**src/rtl/cursor_pkg.sv**
```systemverilog
package cursor_pkg;
  localparam int REG_AW   = 12;
  localparam int REG_DW   = 32;
  localparam int CUR_DIM  = 32;
  localparam int ROW_W    = $clog2(CUR_DIM);
  localparam int COORD_W  = 16;

  localparam logic [REG_AW-1:0] OFS_CTRL = 12'h818;
  localparam logic [REG_AW-1:0] OFS_POS  = 12'h8FC;
  localparam logic [REG_AW-1:0] OFS_MASK = 12'h900;
  localparam logic [REG_AW-1:0] OFS_BITS = 12'h980;

  localparam logic [COORD_W-1:0] PARK_X  = 16'hF000;
  localparam int                 CTRL_FIXED_BIT = 25;

  typedef struct packed {
    logic [COORD_W-1:0] x;
    logic [COORD_W-1:0] y;
  } cur_pos_t;
endpackage

```
**src/rtl/cursor_rst_sync.sv**
```systemverilog
module cursor_rst_sync #(
  parameter int STAGES = 2
) (
  input  logic clk,
  input  logic rst_n,
  output logic rst_sync_n
);
  logic [STAGES-1:0] sync_q;

  always_ff @(posedge clk or negedge rst_n) begin
    if (!rst_n) sync_q <= '0;
    else        sync_q <= {sync_q[STAGES-2:0], 1'b1};
  end

  assign rst_sync_n = sync_q[STAGES-1];
endmodule

```
**src/rtl/cursor_regs.sv**
```systemverilog
module cursor_regs
  import cursor_pkg::*;
(
  input  logic              clk,
  input  logic              rst_n,
  input  logic              wr_en,
  input  logic [REG_AW-1:0] addr,
  input  logic [REG_DW-1:0] wdata,
  output logic [REG_DW-1:0] rdata,
  input  logic [ROW_W-1:0]  row_sel,
  output logic [REG_DW-1:0] mask_word,
  output logic [REG_DW-1:0] bits_word,
  output cur_pos_t          pos
);
  localparam int ROW_LSB  = 2;
  localparam int BANK_LSB = ROW_LSB + ROW_W;

  logic [REG_DW-1:0] mask_q [CUR_DIM];
  logic [REG_DW-1:0] bits_q [CUR_DIM];
  logic [REG_DW-1:0] ctrl_q;
  cur_pos_t          pos_q;

  logic               in_mask_bank, in_bits_bank;
  logic [ROW_W-1:0]   wr_row;
  logic [CUR_DIM-1:0] mask_we, bits_we;
  logic               pos_we, ctrl_we;

  always_comb begin
    in_mask_bank = addr[REG_AW-1:BANK_LSB] == OFS_MASK[REG_AW-1:BANK_LSB];
    in_bits_bank = addr[REG_AW-1:BANK_LSB] == OFS_BITS[REG_AW-1:BANK_LSB];
    wr_row       = addr[BANK_LSB-1:ROW_LSB];
    pos_we       = wr_en && (addr == OFS_POS);
    ctrl_we      = wr_en && (addr == OFS_CTRL);
    for (int r = 0; r < CUR_DIM; r++) begin
      mask_we[r] = wr_en && in_mask_bank && (wr_row == ROW_W'(r));
      bits_we[r] = wr_en && in_bits_bank && (wr_row == ROW_W'(r));
    end
  end

  always_ff @(posedge clk or negedge rst_n) begin
    if (!rst_n) begin
      for (int r = 0; r < CUR_DIM; r++) begin
        mask_q[r] <= '0;
        bits_q[r] <= '0;
      end
    end else begin
      for (int r = 0; r < CUR_DIM; r++) begin
        if (mask_we[r]) mask_q[r] <= wdata;
        if (bits_we[r]) bits_q[r] <= wdata;
      end
    end
  end

  always_ff @(posedge clk or negedge rst_n) begin
    if (!rst_n) begin
      pos_q.x <= PARK_X;
      pos_q.y <= '0;
    end else if (pos_we) begin
      pos_q.x <= wdata[31:16];
      pos_q.y <= wdata[15:0];
    end
  end

  always_ff @(posedge clk or negedge rst_n) begin
    if (!rst_n)       ctrl_q <= '0;
    else if (ctrl_we) ctrl_q <= wdata;
  end

  always_comb begin
    rdata = '0;
    if (addr == OFS_CTRL) begin
      rdata = ctrl_q;
      rdata[CTRL_FIXED_BIT] = 1'b1;
    end
  end

  assign mask_word = mask_q[row_sel];
  assign bits_word = bits_q[row_sel];
  assign pos       = pos_q;

  // the control word never reads back with its status bit clear
  a_r8_ctrl_fixed_bit: assert property (@(posedge clk) disable iff (!rst_n)
    (addr == OFS_CTRL) |-> rdata[CTRL_FIXED_BIT]);

  // a position write is visible on the next cycle
  a_r7_pos_update: assert property (@(posedge clk) disable iff (!rst_n)
    pos_we |=> (pos.x == $past(wdata[31:16]) && pos.y == $past(wdata[15:0])));
endmodule

```
**src/rtl/cursor_hit.sv**
```systemverilog
module cursor_hit
  import cursor_pkg::*;
(
  input  logic               clk,
  input  logic               rst_n,
  input  logic               pix_valid,
  input  logic [COORD_W-1:0] pix_x,
  input  logic [COORD_W-1:0] pix_y,
  input  logic [COORD_W-1:0] active_width,
  input  cur_pos_t           pos,
  output logic [ROW_W-1:0]   row_sel,
  output logic [ROW_W-1:0]   bit_sel,
  output logic               hit
);
  localparam logic [COORD_W:0] SPAN = (COORD_W+1)'(CUR_DIM);

  logic [COORD_W:0]   y_end, x_end;
  logic               line_on, col_on;
  logic [COORD_W-1:0] dy, dx;

  always_comb begin
    y_end   = {1'b0, pos.y} + SPAN;
    x_end   = {1'b0, pos.x} + SPAN;
    line_on = (pix_y >= pos.y) && ({1'b0, pix_y} < y_end) && (pos.x < active_width);
    col_on  = (pix_x >= pos.x) && ({1'b0, pix_x} < x_end) && (pix_x < active_width);
    dy      = pix_y - pos.y;
    dx      = pix_x - pos.x;
    row_sel = dy[ROW_W-1:0];
    bit_sel = ~dx[ROW_W-1:0];
    hit     = line_on && col_on;
  end

  // a covered pixel never lies at or beyond the active width
  a_r6_hit_inside_width: assert property (@(posedge clk) disable iff (!rst_n)
    (pix_valid && hit) |-> (pix_x < active_width));

  // a covered pixel never lies above the cursor's first line
  a_r5_hit_below_top: assert property (@(posedge clk) disable iff (!rst_n)
    (pix_valid && hit) |-> (pix_y >= pos.y));
endmodule

```
**src/rtl/cursor_mixer.sv**
```systemverilog
module cursor_mixer
  import cursor_pkg::*;
#(
  parameter int PIX_W = 24
) (
  input  logic               clk,
  input  logic               rst_n,
  input  logic               pix_valid_i,
  input  logic [COORD_W-1:0] pix_x_i,
  input  logic [COORD_W-1:0] pix_y_i,
  input  logic [PIX_W-1:0]   pix_data_i,
  input  logic               hit,
  input  logic [REG_DW-1:0]  mask_word,
  input  logic [REG_DW-1:0]  bits_word,
  input  logic [ROW_W-1:0]   bit_sel,
  input  logic [PIX_W-1:0]   color_a,
  input  logic [PIX_W-1:0]   color_b,
  output logic               pix_valid_o,
  output logic [COORD_W-1:0] pix_x_o,
  output logic [COORD_W-1:0] pix_y_o,
  output logic [PIX_W-1:0]   pix_data_o
);
  logic             opaque, pick_a;
  logic [PIX_W-1:0] data_nxt;

  logic               valid_q;
  logic [COORD_W-1:0] x_q, y_q;
  logic [PIX_W-1:0]   data_q;

  always_comb begin
    opaque   = hit && mask_word[bit_sel];
    pick_a   = bits_word[bit_sel];
    data_nxt = pix_data_i;
    if (opaque) data_nxt = pick_a ? color_a : color_b;
  end

  always_ff @(posedge clk or negedge rst_n) begin
    if (!rst_n) valid_q <= 1'b0;
    else        valid_q <= pix_valid_i;
  end

  always_ff @(posedge clk or negedge rst_n) begin
    if (!rst_n) begin
      x_q    <= '0;
      y_q    <= '0;
      data_q <= '0;
    end else if (pix_valid_i) begin
      x_q    <= pix_x_i;
      y_q    <= pix_y_i;
      data_q <= data_nxt;
    end
  end

  assign pix_valid_o = valid_q;
  assign pix_x_o     = x_q;
  assign pix_y_o     = y_q;
  assign pix_data_o  = data_q;

  // valid and coordinates trail the input by one clock
  a_r9_valid_follows: assert property (@(posedge clk) disable iff (!rst_n)
    pix_valid_i |=> pix_valid_o);
  a_r9_idle_follows: assert property (@(posedge clk) disable iff (!rst_n)
    !pix_valid_i |=> !pix_valid_o);
  a_r9_coords_follow: assert property (@(posedge clk) disable iff (!rst_n)
    pix_valid_i |=> (pix_x_o == $past(pix_x_i) && pix_y_o == $past(pix_y_i)));

  // an output pixel is one of the two overlay colors or the input value
  a_r4_data_choice: assert property (@(posedge clk) disable iff (!rst_n)
    pix_valid_i |=> (pix_data_o == $past(color_a) || pix_data_o == $past(color_b) ||
                     pix_data_o == $past(pix_data_i)));
endmodule

```
**src/rtl/cursor_overlay.sv**
```systemverilog
module cursor_overlay
  import cursor_pkg::*;
#(
  parameter int PIX_W = 24
) (
  input  logic               clk,
  input  logic               rst_n,
  input  logic               reg_wr,
  input  logic [REG_AW-1:0]  reg_addr,
  input  logic [REG_DW-1:0]  reg_wdata,
  output logic [REG_DW-1:0]  reg_rdata,
  input  logic [COORD_W-1:0] active_width,
  input  logic [PIX_W-1:0]   color_a,
  input  logic [PIX_W-1:0]   color_b,
  input  logic               pix_valid_i,
  input  logic [COORD_W-1:0] pix_x_i,
  input  logic [COORD_W-1:0] pix_y_i,
  input  logic [PIX_W-1:0]   pix_data_i,
  output logic               pix_valid_o,
  output logic [COORD_W-1:0] pix_x_o,
  output logic [COORD_W-1:0] pix_y_o,
  output logic [PIX_W-1:0]   pix_data_o
);
  logic              rst_int_n;
  cur_pos_t          pos;
  logic [ROW_W-1:0]  row_sel, bit_sel;
  logic [REG_DW-1:0] mask_word, bits_word;
  logic              hit;

  cursor_rst_sync #(.STAGES(2)) u_rst (
    .clk        (clk),
    .rst_n      (rst_n),
    .rst_sync_n (rst_int_n)
  );

  cursor_regs u_regs (
    .clk       (clk),
    .rst_n     (rst_int_n),
    .wr_en     (reg_wr),
    .addr      (reg_addr),
    .wdata     (reg_wdata),
    .rdata     (reg_rdata),
    .row_sel   (row_sel),
    .mask_word (mask_word),
    .bits_word (bits_word),
    .pos       (pos)
  );

  cursor_hit u_hit (
    .clk          (clk),
    .rst_n        (rst_int_n),
    .pix_valid    (pix_valid_i),
    .pix_x        (pix_x_i),
    .pix_y        (pix_y_i),
    .active_width (active_width),
    .pos          (pos),
    .row_sel      (row_sel),
    .bit_sel      (bit_sel),
    .hit          (hit)
  );

  cursor_mixer #(.PIX_W(PIX_W)) u_mix (
    .clk         (clk),
    .rst_n       (rst_int_n),
    .pix_valid_i (pix_valid_i),
    .pix_x_i     (pix_x_i),
    .pix_y_i     (pix_y_i),
    .pix_data_i  (pix_data_i),
    .hit         (hit),
    .mask_word   (mask_word),
    .bits_word   (bits_word),
    .bit_sel     (bit_sel),
    .color_a     (color_a),
    .color_b     (color_b),
    .pix_valid_o (pix_valid_o),
    .pix_x_o     (pix_x_o),
    .pix_y_o     (pix_y_o),
    .pix_data_o  (pix_data_o)
  );
endmodule

```
**config.mk**
```make
export PLATFORM = sky130hd
export DESIGN_NAME = cursor_overlay
export DESIGN_NICKNAME = d
export VERILOG_FILES = /design/src/rtl/cursor_pkg.sv /design/src/rtl/cursor_rst_sync.sv /design/src/rtl/cursor_regs.sv /design/src/rtl/cursor_hit.sv /design/src/rtl/cursor_mixer.sv /design/src/rtl/cursor_overlay.sv
export SDC_FILE = /design/constraint.sdc
export NUM_CORES = 2
export LEC_CHECK = 0
export ABC_AREA = 1
export BUFFER_PORTS_ARGS = -buffer_cell sky130_fd_sc_hd__buf_2
export CAP_MARGIN = 20
export CORE_ASPECT_RATIO = 0.75
export CORE_UTILIZATION = 45
export CTS_CLUSTER_SIZE = 25
export DETAILED_ROUTE_END_ITERATION = 8
export PLACE_DENSITY_LB_ADDON = 0.08
export SETUP_SLACK_MARGIN = 0.02
export SYNTH_ARGS = -nofsm -noshare
export SYNTH_HDL_FRONTEND = slang
export SYNTH_HIERARCHICAL = 1
export SYNTH_SLANG_ARGS = --single-unit
```
**constraint.sdc**
```tcl
create_clock -name clk -period 81.4 [get_ports clk]
set_input_delay 24.42 -clock clk [delete_from_list [all_inputs] [get_ports clk]]
set_output_delay 24.42 -clock clk [all_outputs]
set_load 0.005 [all_outputs]
```
# == Word level (Yosys, flattened, before mapping) ==
# Cells that the tools add are included.
# op_classes
n_bitwise,2
mux,13
order_cmp,8
n_reduce_logical,75
n_eq_ne,35
add_sub_neg,4
# ops
cell,count
binary-select mux 32 bit (select 5 bit),2
2-to-1 mux 32 bit,5
equality test 5 bit (second input constant),18
logical AND 1 bit,74
2-to-1 mux 24 bit,2
equality test 5 x 4 -> 1 bit (second input constant),8
adder 16 x 6 -> 17 bit (second input constant),2
< comparator 16 x 17 -> 1 bit,2
greater-or-equal comparator 16 bit,2
< comparator 16 bit,2
equality test 12 bit (second input constant),2
equality test 5 x 3 -> 1 bit (second input constant),4
binary-select mux 1 bit (select 5 bit),2
equality test 5 x 2 -> 1 bit (second input constant),2
subtractor 5 bit,2
greater-or-equal comparator 6 bit (second input constant),1
< comparator 5 x 6 -> 1 bit (second input constant),1
inverter 5 -> 6 bit,1
equality test 5 x 1 -> 1 bit (second input constant),1
zero test 5 bit,1
inverter 5 bit,1
2-to-1 mux 1 bit,2
# word_totals
in_bits,168
register_bits,2171

# == Longest topological paths before layout ==
# logic_depth
depth_word,9
ltp_mapped,26
ltp_nobuf,22

# == Cells and area by module ==
# Netlist, hierarchy kept.
# modules_own_cells
module,cells_per_inst,instances,area_each_um2
cursor_regs,11855,1,97353.4
cursor_mixer,497,1,3637.2
cursor_hit,428,1,2706.3
cursor_rst_sync,3,1,53.8

# == Worst setup path after synthesis ==
# Ideal clock, no wire load.
# synth_path
kind,input-to-output
startpoint,input port reg_addr[6]
endpoint,output port reg_rdata[21]
slack_ns,31.465
required_ns,56.980
arrival_ns,25.515
cell_stages,7
cell_sequence,buf_2 > inv_2 > nand3_1 > inv_1 > nand4_1 > clkbuf_1 > nor2_1
# synth_via
elab_chain_len,2
# synth_rtl
item,line_no,text
from (decl),cursor_overlay.sv:9,"input logic [REG_AW-1:0] reg_addr,"
equality test 12 bit,cursor_regs.sv:71,if (addr == OFS_CTRL) begin
2-to-1 mux 32 bit,cursor_regs.sv:71,
to (decl),cursor_overlay.sv:11,"output logic [REG_DW-1:0] reg_rdata,"
# No other way between the ends.

# == Worst setup path in the final report ==
# layout_path
startpoint,input port reg_addr[6]
endpoint,output port reg_rdata[2]
# Same word-level chain as after synthesis.

==> impl_results.md <==
* Status: completed
* Worst setup startpoint: reg_addr[6]
* CTS tree: done
* Congestion Overflow GR at 0
* Largest stage delay, worst path at 0.57 ns
* Worst Hold Class: register to asynchronous set/reset pin
* Fin. Hold Viols at 0
* Htree depth at 4
* DR iter-0 viols at 9,316
* Ys flop type: dfrtp_1
* Resized cells post-CTS at 0
* Post-synthesis mux area share at 0%
* YS warnings at 6
* Post-DP Area at 104,800 um2
* Slew Viols, Final at 0
* Reg2Reg Setup Slack at 73.46 ns
* Startpoint class of the critical path: input port
* Main combinational cell family by area after synthesis: simple AND/OR/NAND/NOR gates
* R2R Path End: u_mix/pix_data_o[5]
* CTS clk-pin slew, worst paths at 0.06 ns
* Max_slew headroom at 21.32%
* Worst-path cell chain: buf_2, inv_2, nand3_1, inv_1, nand4_1, buf_4, nor2_1, buf_2
* Total Power at 2.417 mW
* Total of max-cap violations at 0
* Hold Buf Count CTS at 0
* Number of fill cells at 22,320
* Vias at 87,192
* Crit path time final at 50.68 ns
* Worst r2r src: u_regs/pos[0]
* Hold Slack at 0.3513 ns
* Total CTS buffers at 227
* Routability cong. at 0.8151
* Multi-input logic area at 43,100 um2
* First-pass GRT wire length at 522,000 um
* DRC at 0
* Design Area, Final at 112,400 um2
* Worst slew pin tran at 1.180 ns
* Nets at 12,588
* Post-Synth Simple-Gate Area at 28.42%
* Vias in the first global route at 83,149
* Critical path peak fanout at 32
* Post-CTS Setup Inserts at 0
* Die Area at 232,500 um2
* Syn Inst Count at 12,783
* Slowest stage cell, crit path: buf_4
* Flops & latches, synth at 2,170
* Number of flops mapped to enable cells by yosys at 0
* Max VDD drop at 17.39 uV
* Drt first pass iters at 8
* Highest clock rate at 19.73 MHz
* Final worst path period share at 62.26%
* Die width at 556.4 um
* Routed Antenna Nets at 0
* Syn_area_per_cell at 8.116 um2
* Worst EP arrival at 26.26 ns
* Initial Utilization at 45.31%
* Number of I/O port buffers at 256
* Drt wl/cell at 21.80 um
* Post-synth ARST share at 100.0%
* Post-synth net total at 13,039
* Worst path required time at 56.98 ns
* Mapped Area at 103,800 um2
* CP endpoint: reg_rdata[2]
* Io pins at 257
* Final TNS setup at 0 ns
* Non-Filler Instances at 15,587
* Antenna violations before repair at 9
* Skew final at 0.03338 ns
* DP HPWL at 177,300 um
* Synth Area in Compound Gates at 11.68%
* Adder-Cell Fraction of Synth Area at 1.076%
* Synth area leader: dfrtp_1
* Total routed wirelength at 339,700 um
* RSZ-0062 raised after global routing: no
* Largest net degree at the start of global routing at 155
* Worst-case reg-to-reg path depth at 25
* Die Y at 417.8 um
* Cell mode on critical path: buf_2
* Setup violators final at 0
* Synth-to-Final Area Change at 8.312%
* WS Path Type: input port to output port
* Root Buffer: clkbuf_16
* Sequential-to-total area share from yosys stat at 52.34%
* Core Area at 229,000 um2
* CP endpoint kind: output port
* Synth top area cells: dfrtp_1, nand2_1, nand3_1
* Standard-cell rows at 152
* Pleak at 51.26 nW
* Placed Cells at 15,181
* Total track usage at 29.11%
* Seq. cell area at 54,310 um2
* Later-pin clock latency in the skew report at 0.88 ns
* Synth unique cells at 43
* Yosys top cell area share at 52.24%
* Cell Pwr Density at 21.51 nW/um2
* Fraction of synthesized cell area in xor and xnor cells at 0.2026%
* Clk sinks at 2,170
* Deepest clock path buffer count at 4
* Vias per cell at 5.594
* Layout cells sized above 1 at 10.01%
[cells in the mapped netlist (2+ instances only)]
cell type and number:
nor3_2 9, a21o_1 3, dfrtp_1 2166, nor3_1 14, nand3_1 1853, nand3_4 2, dfstp_2 4, a21oi_2 13
buf_4 7, xor2_1 21, o21a_1 2, a211oi_1 2, nand2_8 30, inv_2 15, buf_12 3, nand2_2 6
inv_1 215, buf_2 17, nor2_2 16, fa_1 2, nand2_4 2, a21oi_1 95, xnor2_1 3, nor2_1 136
clkinv_1 2, o21ai_1 862, nor2_4 3, nand3_2 25, nand2_1 4834, buf_1 69, clkbuf_1 819, nand3b_1 27
o21ai_0 942, ha_1 86, o21ai_2 279, nand4_1 6, buf_6 187
[per-layer routing]
metal,global-route usage (%),part of all wire (%),vias up
li1,-,-,40871
met5,0,0.0065,-
met3,5.274,7.9,489
met2,43.96,43,3232
met4,7.268,2.3,4
met1,43.07,46,42596
[layout make-up]
| type | instances | area share, % |
|---|---|---|
| Antenna cell | 5 | 0.01113 |
| Timing Repair Buffer | 422 | 2.414 |
| Tap cell | 3080 | 3.429 |
| Clock inverter | 63 | 0.6747 |
| Inverter | 233 | 0.8150 |
| Clock buffer | 336 | 5.976 |
| Multi-Input combinational cell | 9278 | 38.35 |
| Sequential cell | 2170 | 48.33 |
[critical path, delay by kind of cell]
family,cells,cell delay (ns)
buf+inv,5,1.44
simple gates,3,0.40
[state kept, by name, indices dropped and copies added (netlist names)]
name               flops
u_mix/pix_x_o         16
u_regs/mask_q       1024
u_regs/ctrl_q         31
u_mix/pix_data_o      24
u_mix/pix_y_o         16
u_regs/pos            32
u_regs/bits_q       1024
u_mix/pix_valid_o      1
u_rst/sync_q           2
[metrics by stage]
| step | worst slack [ns] | utilization, % |
|---|---|---|
| global route | 30.46 | 49.07 |
| global placement | 30.73 | 45.77 |
| floorplan | 16.44 | - |
| detailed placement | 30.68 | 45.78 |
| finish | 30.72 | 49.08 |
| CTS | 30.68 | 49.05 |
[placed cells by master, fill, tap and decap left out, types with 14 or more instances in the layout]
cell	synthesis	routed
nand2_1	4834	4804
dfrtp_1	2166	2165
nand3_1	1853	1852
o21ai_0	942	942
o21ai_1	862	862
o21ai_2	279	279
buf_2	17	256
clkbuf_16	0	231
inv_1	215	181
buf_4	7	153
nor2_1	136	136
a21oi_1	95	95
ha_1	86	85
clkbuf_8	0	54
clkbuf_1	819	51
inv_2	15	44
clkinv_2	0	41
nand2_2	6	34
nand2_8	30	30
nand3b_1	27	27
nand3_2	25	25
xor2_1	21	18
bufinv_16	0	17
nor2_2	16	16
nor3_1	14	14
[worst min-delay path by stage]
stage	startpoint	to	slack (ns)	cells past startpoint
after floorplan	u_rst/sync_q[0]	u_rst/sync_q[1]	0.33	0
after global placement	u_rst/sync_q[0]	u_rst/sync_q[1]	0.34	0
after detailed placement	u_rst/sync_q[0]	u_rst/sync_q[1]	0.34	0
after CTS	u_rst/sync_q[0]	u_rst/sync_q[1]	0.35	0
after global routing	u_rst/sync_q[0]	u_rst/sync_q[1]	0.37	0
final	u_rst/sync_q[1]	u_regs/bits_q[314]	0.35	0
[kinds of logic after synthesis]
family                   count (synthesis)
AND/OR/NAND/NOR                       6967
AO/OA/AOI/OAI                         2198
flip-flops                            2170
buffers and inverters                 1335
adder cells (fa/ha/maj)                 88
XOR/XNOR                                24
other                                    1
[where the power goes]
group / internal [mW] / switching, mW / total, mW
combinational: 0.0611 / 0.187 / 0.248
sequential: 1.10 / 0.00964 / 1.11
clock: 0.620 / 0.443 / 1.06
total: 1.78 / 0.640 / 2.42
Note: power is estimated with default switching activity, not from simulation.
